**config.mk**
```make
export PLATFORM = sky130hd
export DESIGN_NAME = fetch_npc
export DESIGN_NICKNAME = d
export VERILOG_FILES = /design/src/rtl/fnpc_pkg.sv /design/src/rtl/fnpc_incr.sv /design/src/rtl/fnpc_branch_tgt.sv /design/src/rtl/fnpc_jump_tgt.sv /design/src/rtl/fnpc_sel.sv /design/src/rtl/fetch_npc.sv
export SDC_FILE = /design/constraint.sdc
export NUM_CORES = 1
export LEC_CHECK = 0
export ABC_CLOCK_PERIOD_IN_PS = 6200
export BUFFER_PORTS_ARGS = -buffer_cell sky130_fd_sc_hd__buf_2
export CAP_MARGIN = 20
export CORE_MARGIN = 5
export CORE_UTILIZATION = 27
export DETAILED_ROUTE_END_ITERATION = 16
export SETUP_SLACK_MARGIN = 0.1
export SLEW_MARGIN = 20
export SYNTH_ARGS = -nofsm -noshare
export SYNTH_HDL_FRONTEND = slang
export SYNTH_HIERARCHICAL = 1
export SYNTH_SLANG_ARGS = --single-unit
```
**constraint.sdc**
```tcl
create_clock -name clk_i -period 6.2 [get_ports clk_i]
set_clock_uncertainty 0.1 [all_clocks]
set_input_delay 1.24 -clock clk_i [delete_from_list [all_inputs] [get_ports clk_i]]
set_output_delay 1.24 -clock clk_i [all_outputs]
set_load 0.05 [all_outputs]
```
**src/rtl/fnpc_pkg.sv**
```systemverilog
package fnpc_pkg;
  typedef enum logic [1:0] {
    NPC_SEQ = 2'd0,
    NPC_BR  = 2'd1,
    NPC_JMP = 2'd2
  } npc_src_e;
endpackage

```
**src/rtl/fnpc_incr.sv**
```systemverilog
module fnpc_incr #(
  parameter int PC_W  = 32,
  parameter int ALIGN = 2
) (
  input  logic [PC_W-1:0] pc_i,
  output logic [PC_W-1:0] seq_o
);
  localparam logic [PC_W-1:0] STEP = PC_W'(1) << ALIGN;
  assign seq_o = pc_i + STEP;
endmodule

```
**src/rtl/fnpc_branch_tgt.sv**
```systemverilog
module fnpc_branch_tgt #(
  parameter int PC_W  = 32,
  parameter int IMM_W = 16,
  parameter int ALIGN = 2
) (
  input  logic [PC_W-1:0]  seq_i,
  input  logic [IMM_W-1:0] imm_i,
  output logic [PC_W-1:0]  br_o
);
  localparam int EXT_W = PC_W - IMM_W - ALIGN;
  logic [PC_W-1:0] offset;

  generate
    if (EXT_W > 0) begin : g_sext
      assign offset = {{EXT_W{imm_i[IMM_W-1]}}, imm_i, {ALIGN{1'b0}}};
    end else begin : g_trunc
      assign offset = PC_W'({imm_i, {ALIGN{1'b0}}});
    end
  endgenerate

  // modulo 2^PC_W by width
  assign br_o = seq_i + offset;
endmodule

```
**src/rtl/fnpc_jump_tgt.sv**
```systemverilog
module fnpc_jump_tgt #(
  parameter int PC_W  = 32,
  parameter int TGT_W = 26,
  parameter int ALIGN = 2
) (
  input  logic [PC_W-TGT_W-ALIGN-1:0] hi_i,
  input  logic [TGT_W-1:0]            tgt_i,
  output logic [PC_W-1:0]             jmp_o
);
  assign jmp_o = {hi_i, tgt_i, {ALIGN{1'b0}}};
endmodule

```
**src/rtl/fnpc_sel.sv**
```systemverilog
module fnpc_sel
  import fnpc_pkg::*;
#(
  parameter int PC_W = 32
) (
  input  logic            branch_i,
  input  logic            zero_i,
  input  logic            jump_i,
  input  logic [PC_W-1:0] seq_i,
  input  logic [PC_W-1:0] br_i,
  input  logic [PC_W-1:0] jmp_i,
  output npc_src_e        src_o,
  output logic [PC_W-1:0] npc_o
);
  logic taken;
  assign taken = branch_i & zero_i;

  always_comb begin
    if (jump_i)     src_o = NPC_JMP;
    else if (taken) src_o = NPC_BR;
    else            src_o = NPC_SEQ;
  end

  always_comb begin
    unique case (src_o)
      NPC_JMP: npc_o = jmp_i;
      NPC_BR:  npc_o = br_i;
      default: npc_o = seq_i;
    endcase
  end
endmodule

```
**src/rtl/fetch_npc.sv**
```systemverilog
module fetch_npc
  import fnpc_pkg::*;
#(
  parameter int PC_W  = 32,
  parameter int IMM_W = 16,
  parameter int TGT_W = 26
) (
  input  logic             clk_i,
  input  logic             rst_ni,
  input  logic             branch_i,
  input  logic             zero_i,
  input  logic             jump_i,
  input  logic [IMM_W-1:0] imm_i,
  input  logic [TGT_W-1:0] target_i,
  output logic [PC_W-1:0]  pc_o
);
  localparam int ALIGN = 2;
  localparam int HI_W  = PC_W - TGT_W - ALIGN;
  localparam int WRD_W = PC_W - ALIGN;

  // only word bits are stored; low bits tie to 0
  logic [WRD_W-1:0] pc_q;
  logic [PC_W-1:0]  seq_pc, br_pc, jmp_pc, npc;
  npc_src_e         src;

  assign pc_o = {pc_q, {ALIGN{1'b0}}};

  fnpc_incr #(.PC_W(PC_W), .ALIGN(ALIGN)) u_incr (
    .pc_i  (pc_o),
    .seq_o (seq_pc)
  );

  fnpc_branch_tgt #(.PC_W(PC_W), .IMM_W(IMM_W), .ALIGN(ALIGN)) u_br (
    .seq_i (seq_pc),
    .imm_i (imm_i),
    .br_o  (br_pc)
  );

  fnpc_jump_tgt #(.PC_W(PC_W), .TGT_W(TGT_W), .ALIGN(ALIGN)) u_jmp (
    .hi_i  (pc_o[PC_W-1 -: HI_W]),
    .tgt_i (target_i),
    .jmp_o (jmp_pc)
  );

  fnpc_sel #(.PC_W(PC_W)) u_sel (
    .branch_i (branch_i),
    .zero_i   (zero_i),
    .jump_i   (jump_i),
    .seq_i    (seq_pc),
    .br_i     (br_pc),
    .jmp_i    (jmp_pc),
    .src_o    (src),
    .npc_o    (npc)
  );

  always_ff @(posedge clk_i or negedge rst_ni) begin
    if (!rst_ni) pc_q <= '0;
    else         pc_q <= npc[PC_W-1:ALIGN];
  end

  AST_RESET_ZERO: assert property (@(posedge clk_i)
    !rst_ni |-> pc_o == '0);

  AST_SEQ_STEP: assert property (@(posedge clk_i) disable iff (!rst_ni)
    (!jump_i && !branch_i) |=> pc_o == $past(pc_o) + PC_W'(4));

  AST_NO_BRANCH_WO_ZERO: assert property (@(posedge clk_i) disable iff (!rst_ni)
    (!jump_i && branch_i && !zero_i) |=> pc_o == $past(pc_o) + PC_W'(4));

  AST_ZERO_ALONE: assert property (@(posedge clk_i) disable iff (!rst_ni)
    (!jump_i && !branch_i && zero_i) |=> pc_o == $past(pc_o) + PC_W'(4));

  AST_BRANCH_TAKEN: assert property (@(posedge clk_i) disable iff (!rst_ni)
    (!jump_i && branch_i && zero_i) |=>
      pc_o == $past(pc_o) + PC_W'(4) +
              {{(PC_W-IMM_W-ALIGN){$past(imm_i[IMM_W-1])}}, $past(imm_i), {ALIGN{1'b0}}});

  AST_JUMP_HI_KEPT: assert property (@(posedge clk_i) disable iff (!rst_ni)
    jump_i |=> pc_o[PC_W-1 -: HI_W] == $past(pc_o[PC_W-1 -: HI_W]));

  AST_JUMP_WINS: assert property (@(posedge clk_i) disable iff (!rst_ni)
    (jump_i && branch_i && zero_i) |=> pc_o[PC_W-HI_W-1:0] == {$past(target_i), {ALIGN{1'b0}}});

  AST_NPC_ALIGNED: assert property (@(posedge clk_i) disable iff (!rst_ni)
    npc[ALIGN-1:0] == '0);
endmodule

```
## Word-level counts from Yosys, hierarchy flattened

Cells that the tools add are included.

- $add $sub $neg: 2
- Equality and inequality tests: 2
- Mux-type cells: 3
- Bitwise operators: 1

Operators by type and width:

| cell | count |
|---|---|
| $pmux 32 s2 | 1 |
| $add 32x3->32 const B | 1 |
| $add 32x32->32 | 1 |
| $eq 2x1->1 const B | 1 |
| $eq 2x2->1 const B | 1 |
| $mux 2 | 1 |
| $and 1x1->1 | 1 |
| $mux 1 | 1 |

- Register bits: 30
- Bits of input ports: 47
- Output and inout bits: 32
- Logic and storage cells: 10

## Depth between registers and ports, before layout

- Depth after elaboration: 5
- Mapped depth: 16
- Gate-level depth less buffers: 15

## Hierarchy

Netlist, hierarchy kept.

By module, submodules not included:

| module | times used | cells an instance | area each (µm²) | seq. area each (µm²) |
|---|---|---|---|---|
| fnpc_branch_tgt | 1 | 226 | 1660.3 | 0.0 |
| fnpc_sel | 1 | 152 | 1159.9 | 0.0 |
| fetch_npc | 1 | 33 | 769.5 | 750.7 |
| fnpc_incr | 1 | 83 | 580.6 | 0.0 |
| fnpc_jump_tgt | 1 | 33 | 244.0 | 0.0 |

## Worst setup path before layout

No wires, ideal clock.

- Path kind: register to register
- Start point: register pc_q[0]
- End point: register pc_q[29]
- Setup time: 0.116 ns
- Arrival time: 3.368 ns
- Data required time: 5.984 ns
- Setup slack: 2.616 ns
- Stages on the path, launching flop included: 15
- Path buffers: 0
- Clock period less this slack: 3.584 ns
- Cells stage by stage: dfrtp_1 -> ha_1 -> nand3_1 -> nor4_4 -> nand2_1 -> xnor2_1 -> ha_1 -> a21oi_1 -> nor3b_1 -> a22o_1 -> nand2_1 -> a2111oi_0 -> nand3b_1 -> nand4b_1 -> o311ai_0

- Cells in the longest elaborated chain, start to end: 3

RTL lines:

| item | RTL line | source |
|---|---|---|
| from (decl) | fetch_npc.sv:22 | `logic [WRD_W-1:0] pc_q;` |
| from (signal assigned) | fetch_npc.sv:58 | `else pc_q <= npc[PC_W-1:ALIGN];` |
| $add 32x3->32 | fnpc_incr.sv:9 | `assign seq_o = pc_i + STEP;` |
| net seq_pc[22] | fetch_npc.sv:23 | `logic [PC_W-1:0] seq_pc, br_pc, jmp_pc, npc;` |
| $add 32x32->32 | fnpc_branch_tgt.sv:22 | `assign br_o = seq_i + offset;` |
| net br_pc[31] | fetch_npc.sv:23 |  |
| $pmux 32 s2 | fnpc_sel.sv:25 | `unique case (src_o)` |
| net npc[31] | fetch_npc.sv:23 |  |

The timed path passes the listed nets, and every way through them passes these cells.
A chain may end at the register's enable or synchronous reset.

## Final worst setup path

Same ends and word-level chain as after synthesis.

==> summary.txt <==
Outcome
  • Outcome: finished, final reports clean

Final layout
  • Fill cells: 1673
  • Register with the highest flop count: pc_q
  • Max reg flops: 30
  • Largest registers: pc_q (30)
  • Area occupied by multi-input gates: 3009 um2
  • Layout cells sized above 1: 24.35%
  • Register area: 750.7 um2
  • Syn-to-layout area delta: 9.866%
  • Nets: 616

Drt
  • Uppermost layer routed: met4
  • First-pass iteration count of the detailed router: 6
  • Vias per cell: slightly above 5
  • Met1 Wirelength: 5291 um
  • DR WL met2: 6028 um
  • Final WL: ~12000 um
  • DRC errors left: 0
  • Remaining antenna violation count: 0
  • Metal3 WL: 627 um
  • Initial DRC Count: about 150
  • Wire per inst: 16.10 um
  • Total number of vias: ~3800

Timing
  • PnR worst setup slack: 2.332 ns
  • Final hold violation count: 0
  • Setup TNS Final: 0 ns
  • Peak Freq: about 260 MHz
  • Slew Viols, Final: 0
  • Rel. slew slack: 39.83%
  • Least-Margin Pin Slew: 0.9026 ns
  • Post-route clock period utilization: 62.39%
  • Fin crit period: 3.868 ns
  • Setup violations, final: 0
  • RSZ-0062 raised after global routing: false

Setup path
  • Startpoint Class: flip-flop
  • Critical path class: reg2reg
  • CP Max Fanout: 8
  • Critical Path Sink Type: flip-flop
  • Critical path arrival: 3.94 ns
  • Req. time, crit path: 6.27 ns
  • R2R cell count: 14

Clock network
  • Clock Tree Buf Depth: 2
  • # clock sinks: 30
  • Clock root cell: clkbuf_16
  • Post-CTS sizing: 0
  • Hold Buf Count CTS: 0
  • Worst-Skew Late Latency: 0.28 ns
  • H-tree Lvls: 2
  • Worst-path clk slew: 0.05 ns
  • Cts bufs inserted: 5
  • Setup repair bufs after CTS: 0
  • TritonCTS clock tree: yes

Hold path
  • Hold path cells: 2
  • Worst Hold Class: reg2reg

Logic synthesis
  • Synthesized area per cell: 8.405 um2
  • Syn Std Cell Area: ~4300 um2
  • Syn Inst Count: a little over 500
  • YS warnings: 6

Pwr
  • Tot Pwr: approximately 1.3 mW
  • PwrDens: 274.1 nW/um2
  • Leakage: 1.959 nW
  • Maximum vdd ir drop: ~0.000094 V

Placed design
  • Port Buf Inserts: 76
  • Final Wtd Congestion: 0.8830
  • DP Wirelength: between 9000 and 10000 um
  • Pre-CTS setup slack: 2.336 ns

Floorplan
  • Initial core utilization: between 20% and 30%
  • FP Rows: 46
  • Core Footprint: 15710 um2
  • Die extent in x: 136 um
  • Num ports: 79
  • Chip height: 136 um
  • DIE AREA: 18500 um2

Global routing
  • Largest net degree at the start of global routing: 48
  • Initial antenna violation count: 0
  • First-pass GRT wire length: 19330 um
  • Vias in the first global route: 3678
  • GRT overflow: 0
  • Tot GR Track Use: 13.00%

Run
  • Max_cap viols: 0
==> layer usage <==
metal / up-vias / GRT usage, %
li1: 1884 / -
met1: 1825 / 16.17
met2: 96 / 22.87
met3: 14 / 2.036
met4: 0 / 4.255
met5: - / 0
==> critical path, cell delays in order (launching register included) <==
cell,delay (ns)
dfrtp_1,0.41
ha_1,0.20
nand3_1,0.26
nor4_4,0.52
nand2_1,0.14
xnor2_1,0.23
ha_1,0.36
a21oi_1,0.27
nor3b_1,0.21
a22o_1,0.19
nand2_1,0.13
a2111oi_0,0.37
nand3b_1,0.15
nand4b_1,0.08
o311ai_0,0.11
==> worst paths after layout <==
kind	startpoint	end	slack, ns
max	pc_q[0]	pc_q[29]	2.33
min	pc_q[29]	pc_q[29]	0.49
max reg2reg	pc_q[0]	pc_q[29]	2.33
min reg2reg	pc_q[29]	pc_q[29]	0.49
max in group asynchronous	rst_ni	pc_q[6]	4.59
min in group asynchronous	rst_ni	pc_q[13]	0.92
==> power breakdown <==
group / total [mW] / switching [mW] / internal, mW
logic: 0.766 / 0.485 / 0.281
clock network: 0.239 / 0.0923 / 0.147
registers: 0.286 / 0.0541 / 0.232
==> through the flow <==
stage	cell area (um2)	hold slack, ns	utilization [%]	std cells
after floorplan	4290	0.8444	-	511
after global placement	4572	0.4835	29.10	747
after detailed placement	4572	0.4822	29.10	747
after CTS	4705	0.4966	29.94	754
after global routing	4705	0.5153	29.94	754
final	4710	0.4941	29.97	756
==> cells in the final DEF (no fill, tap or decap), types with 21 or more instances in the layout <==
cell type	instances
nand2_1	65
inv_1	41
buf_2	76
xnor2_1	39
ha_1	30
dfrtp_1	30
nand4b_1	32
a21oi_1	29
o311ai_2	27
nor2_1	21
==> area by class of cell <==
cell class | instances | area share, %
sequential | 30 | 15.94
multi-input combinational | 383 | 63.89
timing repair buffer | 77 | 8.236
antenna | 2 | 0.1063
inverter | 41 | 3.268
tap | 216 | 5.739
clock buffer | 7 | 2.816
Power figures use the tool's default switching activity.
